==> src/rtl/sew_pkg.sv <==
// Package: shared command and state encodings for the sector erase controller.
// Assumes the command decoder upstream produces the 3-bit codes below.
package sew_pkg;

    typedef enum logic [2:0] {
        CMD_OTHER        = 3'd0,
        CMD_SECTOR_ERASE = 3'd1,
        CMD_CHIP_ERASE   = 3'd2,
        CMD_SUSPEND      = 3'd3,
        CMD_RESUME       = 3'd4,
        CMD_RESET        = 3'd5
    } sew_cmd_e;

    typedef enum logic [2:0] {
        ST_IDLE    = 3'd0,
        ST_WINDOW  = 3'd1,
        ST_ERASE   = 3'd2,
        ST_SUSPEND = 3'd3,
        ST_FAIL    = 3'd4
    } sew_state_e;

    localparam int STS_POLL   = 7;
    localparam int STS_TOGGLE = 6;
    localparam int STS_LIMIT  = 5;
    localparam int STS_TIMER  = 3;

endpackage

==> src/rtl/sew_window_timer.sv <==
// Module: acceptance window down-counter.
// A load pulse (re)starts the window at its full length. While run is high the
// count decrements; expired is high in the last window cycle when no reload is
// requested. Assumes WINDOW_CYCLES >= 1.
module sew_window_timer #(
    parameter int WINDOW_CYCLES = 12500
) (
    input  logic clk,
    input  logic rst_n,
    input  logic load,
    input  logic run,
    output logic expired
);
    localparam int TW = $clog2(WINDOW_CYCLES + 1);

    logic [TW-1:0] cnt_q;

    // Count the remaining window cycles; a reload always wins.
    always_ff @(posedge clk) begin
        if (!rst_n) begin
            cnt_q <= '0;
        end else if (load) begin
            cnt_q <= TW'(WINDOW_CYCLES - 1);
        end else if (run && (cnt_q != '0)) begin
            cnt_q <= cnt_q - 1'b1;
        end
    end

    // Flag the final cycle of an open window.
    always_comb begin
        expired = run && !load && (cnt_q == '0);
    end

endmodule

==> src/rtl/sew_pulse_engine.sv <==
// Module: stand-in for the erase algorithm.
// Counts one pulse per running cycle. The required total is PULSES_PER_SECTOR
// times the number of mask bits set. done rises in the cycle that issues the
// last required pulse; over rises instead when the next pulse would exceed
// PULSE_LIMIT, or at once when force_over is high. Assumes the mask is stable
// while run is high.
module sew_pulse_engine #(
    parameter int NUM_SECTORS       = 16,
    parameter int PULSES_PER_SECTOR = 256,
    parameter int PULSE_LIMIT       = 4096
) (
    input  logic                   clk,
    input  logic                   rst_n,
    input  logic                   clear,
    input  logic                   run,
    input  logic                   force_over,
    input  logic [NUM_SECTORS-1:0] mask,
    output logic                   done,
    output logic                   over
);
    localparam int TOTAL_MAX = NUM_SECTORS * PULSES_PER_SECTOR;
    localparam int CNT_TOP   = ((TOTAL_MAX > PULSE_LIMIT) ? TOTAL_MAX : PULSE_LIMIT) + 1;
    localparam int CW        = $clog2(CNT_TOP + 1);

    logic [CW-1:0] cnt_q;
    logic [CW-1:0] cnt_inc;
    logic [CW-1:0] need;

    // Sum the pulse budget of every selected sector.
    always_comb begin
        need = '0;
        for (int i = 0; i < NUM_SECTORS; i++) begin
            if (mask[i]) begin
                need = need + CW'(PULSES_PER_SECTOR);
            end
        end
    end

    // Decide completion before failure for the pulse issued this cycle.
    always_comb begin
        cnt_inc = cnt_q + 1'b1;
        done    = run && (cnt_inc >= need);
        over    = run && !done && (force_over || (cnt_inc > CW'(PULSE_LIMIT)));
    end

    // Accumulate issued pulses; held while not running so a resume continues.
    always_ff @(posedge clk) begin
        if (!rst_n) begin
            cnt_q <= '0;
        end else if (clear) begin
            cnt_q <= '0;
        end else if (run) begin
            cnt_q <= cnt_inc;
        end
    end

endmodule

==> src/rtl/sew_status_gen.sv <==
// Module: status byte formatter with the read-toggled bit.
// Bit 7 high when idle or suspended, bit 6 toggles per read while work is
// pending, bit 5 marks failure, bit 3 marks that the window has closed.
// Assumes status_rd is a single-cycle strobe per read.
module sew_status_gen (
    input  logic                clk,
    input  logic                rst_n,
    input  sew_pkg::sew_state_e state,
    input  logic                status_rd,
    output logic [7:0]          status
);
    import sew_pkg::*;

    logic tog_q;
    logic pending;

    // Work is pending in the window, during erase, and while a failure stands.
    always_comb begin
        pending = (state == ST_WINDOW) || (state == ST_ERASE) || (state == ST_FAIL);
    end

    // Invert the toggle bit on every read taken while work is pending.
    always_ff @(posedge clk) begin
        if (!rst_n) begin
            tog_q <= 1'b0;
        end else if (pending && status_rd) begin
            tog_q <= ~tog_q;
        end
    end

    // Assemble the status byte from the current state.
    always_comb begin
        status             = 8'h00;
        status[STS_POLL]   = (state == ST_IDLE) || (state == ST_SUSPEND);
        status[STS_TOGGLE] = tog_q;
        status[STS_LIMIT]  = (state == ST_FAIL);
        status[STS_TIMER]  = (state == ST_ERASE) || (state == ST_SUSPEND) || (state == ST_FAIL);
    end

endmodule

==> src/rtl/sector_erase_ctl.sv <==
// Module: sector erase batch controller (top).
// Collects sector erase commands inside a restartable acceptance window, runs
// the batch through the pulse engine, supports suspend/resume, and latches a
// failure until reset. Assumes commands arrive already decoded, one per cycle.
module sector_erase_ctl #(
    parameter int CLK_MHZ           = 250,
    parameter int WINDOW_US         = 50,
    parameter int NUM_SECTORS       = 16,
    parameter int PULSES_PER_SECTOR = 256,
    parameter int PULSE_LIMIT       = 4096,
    localparam int SEC_W            = (NUM_SECTORS > 1) ? $clog2(NUM_SECTORS) : 1
) (
    input  logic                   clk,
    input  logic                   rst_n,
    input  logic                   cmd_valid,
    input  logic [2:0]             cmd_code,
    input  logic [SEC_W-1:0]       cmd_sector,
    input  logic                   status_rd,
    input  logic                   force_limit,
    output logic [7:0]             status,
    output logic [NUM_SECTORS-1:0] sector_mask,
    output logic                   erase_active
);
    import sew_pkg::*;

    localparam int WINDOW_CYCLES = CLK_MHZ * WINDOW_US;

    sew_state_e             state_q, state_d;
    logic [NUM_SECTORS-1:0] mask_q, mask_d;
    logic [NUM_SECTORS-1:0] sel;
    sew_cmd_e               cmd;
    logic                   win_load, win_expired;
    logic                   eng_clear, eng_done, eng_over;

    // Decode the sector number into a one-hot select; out-of-range selects none.
    always_comb begin
        for (int i = 0; i < NUM_SECTORS; i++) begin
            sel[i] = (cmd_sector == SEC_W'(i));
        end
    end

    // Next-state and mask decision for every state and command.
    always_comb begin
        cmd       = sew_cmd_e'(cmd_code);
        state_d   = state_q;
        mask_d    = mask_q;
        win_load  = 1'b0;
        eng_clear = 1'b0;
        case (state_q)
            ST_IDLE: begin
                if (cmd_valid) begin
                    case (cmd)
                        CMD_SECTOR_ERASE: begin
                            mask_d    = sel;
                            state_d   = ST_WINDOW;
                            win_load  = 1'b1;
                            eng_clear = 1'b1;
                        end
                        CMD_CHIP_ERASE: begin
                            mask_d    = '1;
                            state_d   = ST_ERASE;
                            eng_clear = 1'b1;
                        end
                        CMD_RESET: mask_d = '0;
                        default: ;
                    endcase
                end
            end
            ST_WINDOW: begin
                if (cmd_valid) begin
                    case (cmd)
                        CMD_SECTOR_ERASE: begin
                            mask_d   = mask_q | sel;
                            win_load = 1'b1;
                        end
                        CMD_SUSPEND: ;
                        default: begin
                            mask_d  = '0;
                            state_d = ST_IDLE;
                        end
                    endcase
                end else if (win_expired) begin
                    state_d = ST_ERASE;
                end
            end
            ST_ERASE: begin
                if (eng_done) begin
                    mask_d  = '0;
                    state_d = ST_IDLE;
                end else if (eng_over) begin
                    state_d = ST_FAIL;
                end else if (cmd_valid && (cmd == CMD_SUSPEND)) begin
                    state_d = ST_SUSPEND;
                end
            end
            ST_SUSPEND: begin
                if (cmd_valid && (cmd == CMD_RESUME)) begin
                    state_d = ST_ERASE;
                end
            end
            ST_FAIL: begin
                if (cmd_valid && (cmd == CMD_RESET)) begin
                    mask_d  = '0;
                    state_d = ST_IDLE;
                end
            end
            default: begin
                mask_d  = '0;
                state_d = ST_IDLE;
            end
        endcase
    end

    // Register the controller state and the sector selection.
    always_ff @(posedge clk) begin
        if (!rst_n) begin
            state_q <= ST_IDLE;
            mask_q  <= '0;
        end else begin
            state_q <= state_d;
            mask_q  <= mask_d;
        end
    end

    sew_window_timer #(
        .WINDOW_CYCLES(WINDOW_CYCLES)
    ) win_i (
        .clk    (clk),
        .rst_n  (rst_n),
        .load   (win_load),
        .run    (state_q == ST_WINDOW),
        .expired(win_expired)
    );

    sew_pulse_engine #(
        .NUM_SECTORS      (NUM_SECTORS),
        .PULSES_PER_SECTOR(PULSES_PER_SECTOR),
        .PULSE_LIMIT      (PULSE_LIMIT)
    ) eng_i (
        .clk       (clk),
        .rst_n     (rst_n),
        .clear     (eng_clear),
        .run       (state_q == ST_ERASE),
        .force_over(force_limit),
        .mask      (mask_q),
        .done      (eng_done),
        .over      (eng_over)
    );

    sew_status_gen sts_i (
        .clk      (clk),
        .rst_n    (rst_n),
        .state    (state_q),
        .status_rd(status_rd),
        .status   (status)
    );

    // Drive the block outputs from registered state.
    always_comb begin
        sector_mask  = mask_q;
        erase_active = (state_q == ST_ERASE);
    end

endmodule

==> config.mk <==
export PLATFORM = sky130hd
export DESIGN_NAME = sector_erase_ctl
export DESIGN_NICKNAME = d
export VERILOG_FILES = /design/src/rtl/sew_pkg.sv /design/src/rtl/sew_window_timer.sv /design/src/rtl/sew_pulse_engine.sv /design/src/rtl/sew_status_gen.sv /design/src/rtl/sector_erase_ctl.sv
export SDC_FILE = /design/constraint.sdc
export NUM_CORES = 1
export LEC_CHECK = 0
export BUFFER_PORTS_ARGS = -buffer_cell sky130_fd_sc_hd__buf_4
export CAP_MARGIN = 15
export CORE_MARGIN = 3
export CORE_UTILIZATION = 34
export CTS_CLUSTER_DIAMETER = 80
export DETAILED_ROUTE_END_ITERATION = 7
export GPL_TIMING_DRIVEN = 0
export PLACE_DENSITY_LB_ADDON = 0.25
export SLEW_MARGIN = 5
export SYNTH_ARGS = -nofsm -noshare
export SYNTH_HDL_FRONTEND = slang
export SYNTH_SLANG_ARGS = --single-unit
export TNS_END_PERCENT = 100
==> constraint.sdc <==
create_clock -name clk -period 12.8 [get_ports clk]
set_clock_uncertainty 0.15 [all_clocks]
set_input_delay 1.28 -clock clk [delete_from_list [all_inputs] [get_ports clk]]
set_output_delay 1.28 -clock clk [all_outputs]
set_load 0.01 [all_outputs]
# Yosys cells after proc, flatten, opt, wreduce, memory -nomap -nowiden
# Index checks and enable logic that the tools add are counted.
# Widths: inputs -> output; s select.
[word_totals]
reg_bits = 47
input_bits = 12
output_inout_bits = 25
elab_cells = 136
[classes]
n_addsub = 17
magnitude_cmp = 2
n_eq_ne = 35
mux = 42
bitwise_logic = 4
reduce_logical = 30
[ops]
columns = ["operator", "n"]
rows = [
  ["$mux 13", 15],
  ["$add 13x9->13 const B", 14],
  ["$pmux 16 s5", 1],
  ["$mux 16", 4],
  ["$pmux 16 s3", 1],
  ["$eq 4x4->1 const B", 8],
  ["$pmux 16 s2", 1],
  ["$mux 14", 2],
  ["$mux 3", 9],
  ["$eq 4x3->1 const B", 4],
  ["$or 16x16->16", 1],
  ["$pmux 3 s5", 1],
  ["$logic_not 14->1", 1],
  ["$reduce_and 7->1", 2],
  ["$reduce_bool 14->1", 1],
  ["$sub 14x1->14 const B", 1],
  ["$add 13x1->13 const B", 1],
  ["$ge 13x13->1", 1],
  ["$gt 13x13->1 const B", 1],
  ["$eq 3x2->1 const B", 4],
  ["$add 9x9->10 const B", 1],
  ["$logic_and 1x1->1", 10],
  ["$ne 2x2->1 const B", 5],
  ["$reduce_or 2->1", 5],
  ["other kinds (16)", 36],
]

# Logic depth before layout (Yosys ltp)
# Gate-level depths: netlist of the first run.
[depth]
ltp_word = 39
depth_mapped = 54
mapped_depth_nobuf = 52

# Cells and area by module
# Synthesis of the first run repeated with hierarchy kept, for this count alone.
[unflattened]
cells_unflattened = 604
hier_area_um2 = 4981.0
[modules_own_cells]
columns = ["mod", "n_inst", "cells_per_inst", "area_per_inst_um2", "seq_area_each_um2"]
rows = [
  ["sew_pulse_engine", 1, 325, 2625.0, 260.2],
  ["sector_erase_ctl", 1, 174, 1420.1, 380.4],
  ["sew_window_timer", 1, 87, 803.3, 280.3],
  ["sew_status_gen", 1, 18, 132.6, 20.0],
]

# Least setup slack after synthesis of the first run
# Ideal clock, no wire load.
[synth_timing]
path_kind = "flip-flop to flip-flop"
from = "register mask_q[0] (netlist: sector_mask[0])"
to = "register mask_q[9] (netlist: sector_mask[9])"
setup_time_ns = 0.116
t_arrival_ns = 9.045
required_time_ns = 12.534
path_slack_ns = 3.489
stages_incl_launch_ff = 54
n_path_buf = 2
period_less_slack_ns = 9.311
path_cell_list = "dfxtp_1 > inv_1 > ha_1 > buf_6 > xor2_1 > ha_1 > nand2_1 > o21ai_0 > xnor2_1 > o221ai_2 > inv_1 > ha_1 > nand2b_1 > a32oi_1 > a21o_1 > a21oi_1 > a211o_2 > inv_2 > (+18 left out) > ha_1 > mux2_2 > ha_1 > nand2_1 > inv_1 > xnor2_1 > ha_1 > nand3_1 > nor4b_1 > a221o_1 > a21o_1 > a211oi_1 > a2111o_1 > a21o_1 > buf_2 > a21oi_1 > nor2_1 > o211a_1"
[synth_between]
elab_chain_len = 35
[synth_rtl]
columns = ["element", "line_no", "rtl"]
rows = [
  ["from (decl)", "sector_erase_ctl.sv:29", "logic [NUM_SECTORS-1:0] mask_q, mask_d;"],
  ["from (signal assigned)", "sector_erase_ctl.sv:121", "mask_q <= mask_d;"],
  ["$mux 9 *", "sew_pulse_engine.sv:33", "if (mask[i]) begin"],
  ["$add 9x9->10", "sew_pulse_engine.sv:34", "need = need + CW'(PULSES_PER_SECTOR);"],
  ["$mux 13 *", "sew_pulse_engine.sv:33", ""],
  ["$add 13x9->13", "sew_pulse_engine.sv:34", ""],
  ["$mux 13 *", "sew_pulse_engine.sv:33", ""],
  ["$add 13x9->13", "sew_pulse_engine.sv:34", ""],
  ["$mux 13 *", "sew_pulse_engine.sv:33", ""],
  ["$add 13x9->13", "sew_pulse_engine.sv:34", ""],
  ["(+19 left out)", "n/a", ""],
  ["$add 13x9->13", "sew_pulse_engine.sv:34", ""],
  ["$mux 13 *", "sew_pulse_engine.sv:33", ""],
  ["$add 13x9->13", "sew_pulse_engine.sv:34", ""],
  ["$mux 13 *", "sew_pulse_engine.sv:33", ""],
  ["$ge 13x13->1 *", "sew_pulse_engine.sv:42", "done = run && (cnt_inc >= need);"],
  ["$logic_and 1x1->1 *", "sew_pulse_engine.sv:42", ""],
  ["$ne 2x2->1 (no line) *", "n/a", ""],
  ["$reduce_and 7->1 (no line) *", "n/a", ""],
]
# Mark *: on every way between the ends. The rest lies on a longest branch, timed or not.
# A chain may end at the register's enable or synchronous reset.

# Worst setup path after layout of the first run
[layout_timing]
from = "register mask_q[0] (netlist: sector_mask[0])"
to = "register mask_q[8] (netlist: sector_mask[8])"
# The elaborated chain is that of the path after synthesis.

==> impl_metrics.py, run 1 <==
metrics = {
    "layout": {
        "fin_nets": 723,
        "diodes": 0,
        "drive_gt1_share_pct": 12.2,
        "fillers": 1426,
        "area_delta_synth_final_pct": 13.3,
    },
    "clock_tree": {
        "cts_max_path_buffers": 2,
        "clk_pin_slew_ns": 0.06,
        "ctsResizeCount": 0,
        "cts_setup_buffers": 0,
        "clkLatencyLatePin_ns": 0.29,
        "cts_buffers": 5,
        "h-tree-depth": 2,
        "cts_tree": "built",
        "cts.sinks": 47,
        "cts_hold_buf": 0,
        "clockRootBuffer": "clkbuf_16",
    },
    "worst_setup_path": {
        "arrival_ns": 10.51,
        "path_class": "reg2reg",
        "r2r_cells": 53,
        "cp-end-kind": "flop",
        "worstReg2RegEnd": "sector_mask[8]$_SDFFE_PN0P_",
        "slowest_delay_ns": 0.48,
        "cp_max_fo": 10,
        "cp_slowest_cell": "a2111o_1",
        "crit_top_cell": "ha_1",
        "setup.worst_path.start_class": "flop",
        "crit_required_ns": 12.83,
        "r2r_setup_slack_ns": 2.32,
        "reg2reg_from": "sector_mask[0]$_SDFFE_PN0P_",
    },
    "timing": {
        "post-route-period-util_pct": 81.9,
        "rsz0062_at_grt": "no",
        "drv_slew": 0,
        "finalSetupViolations": 0,
        "setup_tns_ns": 0,
        "fmax_ghz": 0.0954,
        "fin_crit_ns": 10.48,
        "relSlewSlack_pct": 49.6,
        "tightest_slew_ns": 0.746,
        "hold_viol": 0,
    },
    "synthesis": {
        "syn-mean-instance-area_um2": 7.52,
        "synth-adder-area-share_pct": 6.11,
        "synth_area_um2": 4870,
        "yosysSeqAreaShare_pct": 19.3,
        "synth_edf_count": 0,
        "ys_seq_elements": 47,
        "synth_top_family_by_area": "simple AND/OR/NAND/NOR gates",
        "synth_compound_area_share_pct": 20.2,
        "synth_simple_gate_area_share_pct": 26.9,
        "synth.distinct_cells": 78,
        "synth_area_leaders": "dfxtp_1, xnor2_1, nor2_1",
        "netlist_instances": 648,
        "yosys.area_share.xor_xnor_pct": 19.2,
        "yosys_warnings": 0,
        "synthArstFlopShare_pct": 0,
        "synth_top_cell_area_share_pct": 19.3,
        "ys.flop_type": "dfxtp_1",
        "yosys.area.top_type": "dfxtp_1",
        "muxShareOfSynthArea_pct": 1.90,
    },
    "drt": {
        "remaining_drc_errors": 0,
        "firstDrtPassIters": 5,
        "route.final.wire_length_um": 11600,
        "avgRoutedWirePerCell_um": 13.4,
        "drt-initial-drc-count": 220,
        "via_per_inst": 5.16,
        "vias": 4481,
        "ant_nets": 0,
    },
    "worst_hold_path": {
        "whs_endpoint": "win_i.cnt_q[5]$_SDFFE_PP0P_",
        "whs_path_depth": 2,
        "hold_class": "reg2reg",
        "hold_start": "win_i.cnt_q[5]$_SDFFE_PP0P_",
    },
    "global_route": {
        "grt_remaining_overflow": 0,
        "grt_max_degree": 15,
        "grt_pass1_vias": 4305,
        "grt_pass1_wl_um": 20200,
        "grt_usage_pct": 14.7,
        "antenna_found_initial": 0,
    },
    "floorplanning": {
        "fp.dieH_um": 126,
        "core_um2": 13900,
        "pin_count": 37,
        "rows": 43,
        "die_x_um": 126,
        "die_area_um2": 15800,
        "initial_core_util_pct": 35.0,
    },
    "flow_run": {
        "cap_violations": 0,
    },
    "place": {
        "gp_routability_congestion": 0.862,
        "portBuffers": 30,
        "hpwl_um": 9210,
    },
    "status": {
        "status": "complete, no violations",
    },
}
through the flow:
stage	worst slack (ns)	cell area, um^2	hold WS, ns	std cells	util, %
after global placement	2.45	5340	0.299	861	38.3
after CTS	2.25	5530	0.314	869	39.7
after detailed placement	2.30	5340	0.303	861	38.3
after floorplan	3.49	4890	0.286	651	-
after global routing	1.32	5530	0.358	869	39.7
final	2.32	5530	0.310	869	39.7
layout by cell type, fill, tap and decap left out, types with 11 or more instances in the layout:
master and count:
nor2_1 82, nand2_1 71, xnor2_1 47, dfxtp_1 47, buf_4 37, a21oi_1 29, xor2_1 28, inv_1 26
nand3_1 26, clkbuf_1 24, o21ai_0 24, ha_1 23, nor3_1 15, o211a_1 15, and3_1 11
worst max-delay path by stage:
stage	from	slack (ns)	cells past startpoint	to
6_report	sector_mask[0]$_SDFFE_PN0P_	2.32	53	sector_mask[8]$_SDFFE_PN0P_
5_1_grt	sector_mask[0]$_SDFFE_PN0P_	1.32	53	sector_mask[8]$_SDFFE_PN0P_
4_1_cts	sector_mask[0]$_SDFFE_PN0P_	2.25	53	sector_mask[8]$_SDFFE_PN0P_
3_5_place_dp	sector_mask[0]$_SDFFE_PN0P_	2.30	50	sector_mask[8]$_SDFFE_PN0P_
3_3_place_gp	sector_mask[0]$_SDFFE_PN0P_	2.45	53	sector_mask[9]$_SDFFE_PN0P_
2_1_floorplan	sector_mask[0]$_SDFFE_PN0P_	3.49	53	sector_mask[9]$_SDFFE_PN0P_
area by class of cell:
| class | count | area (um^2) | share of cell area [%] |
|---|---|---|---|
| Multi-Input combinational cell | 534 | 3640 | 65.9 |
| Sequential cell | 47 | 941 | 17.0 |
| Timing Repair Buffer | 30 | 225 | 4.08 |
| Tap cell | 180 | 225 | 4.08 |
| Buffer | 41 | 198 | 3.58 |
| Clock buffer | 6 | 129 | 2.33 |
| Inverter | 29 | 109 | 1.97 |
| Clock inverter | 2 | 60.1 | 1.09 |
state kept, by name, indices dropped and copies added (netlist names):
signal / cells
eng_i.cnt_q: 13
sector_mask: 16
state_q: 3
sts_i.tog_q: 1
win_i.cnt_q: 14
critical path, delay by kind of cell, from the launching register on:
family          cells  cell delay [ns]
compound gates     19             3.82
fa+ha+maj           9             2.66
simple gates       11             1.30
xor+xnor            6             1.00
buf+inv             7             0.73
mux                 1             0.29
flops               1             0.38
cell usage after synthesis (3+ instances only):
library cell / n
a211oi_1: 7
a21boi_0: 9
a21o_1: 8
a21oi_1: 29
a31oi_1: 5
and2_1: 3
and3_1: 11
buf_2: 8
buf_4: 7
clkbuf_1: 23
dfxtp_1: 47
ha_1: 23
inv_1: 26
inv_2: 3
mux2i_1: 7
nand2_1: 71
nand2b_1: 10
nand3_1: 26
nand4_1: 9
nor2_1: 82
nor2b_1: 10
nor3_1: 15
nor3b_1: 7
nor4_1: 5
nor4b_1: 4
o211a_1: 15
o211ai_1: 3
o21ai_0: 24
o221ai_1: 3
o31ai_1: 4
or2_2: 4
or3_1: 3
xnor2_1: 47
xnor2_2: 6
xnor2_4: 3
xor2_1: 28
metal layers:
| metal | wire (um) | track usage, % | vias up | part of all wire [%] |
|---|---|---|---|---|
| met5 | 0 | 0 | - | 0 |
| li1 | - | - | 2340 | - |
| met3 | 277 | 1.57 | 9 | 2.4 |
| met1 | 5670 | 20.1 | 2068 | 49 |
| met4 | 151 | 3.53 | 0 | 1.3 |
| met2 | 5530 | 24.9 | 64 | 48 |
cells by family (layout without fill, tap and decap cells):
| kind of cell | count (synthesis) | count (layout) |
|---|---|---|
| AOI/OAI and AO/OA | 137 | 137 |
| xor gates and xnor gates | 88 | 88 |
| adders and majority gates | 24 | 24 |
| buffers and inverters | 70 | 108 |
| DFF | 47 | 47 |
| muxes | 9 | 9 |
| other | 1 | 4 |
| and+or+nand+nor | 272 | 272 |
Power of run 1 is left out: the tool's default activity adds up to more than one toggle a clock period on the data nets, which glitch-free logic cannot reach.
==> run 2: changes to the inputs <==
==> constraint.sdc (replaced) <==
create_clock -name clk -period 8.7 [get_ports clk]
set_clock_uncertainty 0.15 [all_clocks]
set_input_delay 0.87 -clock clk [delete_from_list [all_inputs] [get_ports clk]]
set_output_delay 0.87 -clock clk [all_outputs]
set_load 0.01 [all_outputs]
==> impl_metrics.py, run 2 (synthesized netlist as in run 1, its figures left out) <==
metrics = {
    "global_route": {
        "grt_pass1_wl_um": 21700,
        "grt_max_degree": 14,
        "antenna_found_initial": 0,
        "grt_remaining_overflow": 0,
        "grt_pass1_vias": 4680,
        "grt_usage_pct": 15.9,
    },
    "layout": {
        "final_cell_mix": "buf_4, nor2_1, nand2_1",
        "finish.instance_area_um2": 6400,
        "area_delta_synth_final_pct": 31.3,
        "final_util_pct": 45.9,
        "largest_reg_flops": 16,
        "diodes": 0,
        "drive_gt1_share_pct": 27.7,
        "fin_nets": 775,
        "final_common_cell": "buf_4",
    },
    "floorplanning": {
        "fp.dieH_um": 126,
        "rows": 43,
        "die_x_um": 126,
        "die_area_um2": 15800,
        "core_um2": 13900,
        "initial_core_util_pct": 35.0,
        "pin_count": 37,
    },
    "clock_tree": {
        "h-tree-depth": 2,
        "cts_buffers": 5,
        "cts_max_path_buffers": 2,
        "clockRootBuffer": "clkbuf_16",
        "cts_tree": "built",
        "clkLatencyLatePin_ns": 0.29,
        "clk_pin_slew_ns": 0.06,
        "cts.sinks": 47,
    },
    "status": {
        "failed_checks": "negative setup slack",
        "status": "complete, but fails checks",
    },
    "place": {
        "placed_area_um2": 5470,
        "hpwl_um": 9230,
        "gp_routability_congestion": 0.869,
        "portBuffers": 30,
    },
    "drt": {
        "firstDrtPassIters": 4,
        "ant_nets": 0,
        "remaining_drc_errors": 0,
        "drt-initial-drc-count": 273,
        "route.final.wire_length_um": 12800,
        "vias": 4808,
        "via_per_inst": 5.23,
        "avgRoutedWirePerCell_um": 13.9,
    },
    "worst_setup_path": {
        "cp_max_fo": 5,
        "arrival_ns": 9.02,
        "slowest_delay_ns": 0.39,
        "crit_top_cell": "ha_4",
        "setup.worst_path.start_class": "flop",
        "cp_slowest_cell": "or3b_4",
        "cp-end-kind": "flop",
        "path_class": "reg2reg",
        "crit_buf_inv": 7,
        "path_delay_family": "compound AO/OA/AOI/OAI gates",
        "crit_required_ns": 8.73,
    },
    "timing": {
        "timing.final.ws_setup_ns": -0.288,
        "drv_slew": 0,
        "finalSetupViolations": 18,
        "rsz0062_at_grt": "yes",
        "fmax_ghz": 0.111,
        "relSlewSlack_pct": 48.9,
        "hold_viol": 0,
        "hold-worst-slack_ns": 0.325,
        "post-route-period-util_pct": 103,
        "tightest_slew_ns": 0.759,
        "fin_crit_ns": 8.99,
    },
    "flow_run": {
        "cap_violations": 0,
    },
    "worst_hold_path": {
        "hold_class": "reg2reg",
    },
}
==> run 2: routing by layer <==
metal	global-route usage (%)	wire [um]	up-vias
li1	-	-	2443
met1	20.0	5870	2263
met2	28.8	6460	88
met3	1.82	289	14
met4	4.48	164	0
met5	0	0	-
==> run 2: path summary, 6_finish.rpt <==
check | cells past startpoint | from | to | slack, ns
max reg2reg | 51 | sector_mask[1]$_SDFFE_PN0P_ | sector_mask[15]$_SDFFE_PN0P_ | -0.29
max | 51 | sector_mask[1]$_SDFFE_PN0P_ | sector_mask[15]$_SDFFE_PN0P_ | -0.29
min | 2 | win_i.cnt_q[5]$_SDFFE_PP0P_ | win_i.cnt_q[5]$_SDFFE_PP0P_ | 0.32
min reg2reg | 2 | win_i.cnt_q[5]$_SDFFE_PP0P_ | win_i.cnt_q[5]$_SDFFE_PP0P_ | 0.32
==> run 2: layout make-up <==
| type | instances | area, um^2 |
|---|---|---|
| multi-input combinational | 534 | 4090 |
| sequential | 47 | 950 |
| inverter | 29 | 114 |
| buffer | 39 | 213 |
| timing repair buffer | 84 | 654 |
| fill | 1357 | 7530 |
| clock buffer | 7 | 154 |
| tap | 180 | 225 |
==> run 2: per-stage QoR <==
stage | TNS (ns) | setup slack, ns | std cells
2_1_floorplan | 0 | 0.00503 | 651
3_3_place_gp | -14.54 | -0.909 | 861
3_5_place_dp | -15.39 | -0.951 | 861
4_1_cts | -3.94 | -0.270 | 906
5_1_grt | -13.10 | -0.766 | 920
6_report | -4.24 | -0.288 | 920
==> run 2: worst reg2reg max path, delay by kind of cell (launching register included) <==
family | cells | cell delay (ns)
mux | 2 | 0.47
flops | 1 | 0.38
buf+inv | 7 | 0.50
fa+ha+maj | 9 | 2.27
xor+xnor | 5 | 0.80
simple gates | 9 | 1.24
compound gates | 19 | 3.06
==> run 2: timing repair <==
action | in CTS | in global routing
pin swaps | 40 | 41
resized for setup | 54 | 22
endpoints found under the setup margin | 19 | 19
cloned | 1 | 0
hold buffers | 0 | 0
setup buffers | 39 | 14
Power of run 2 is left out for the same reason.
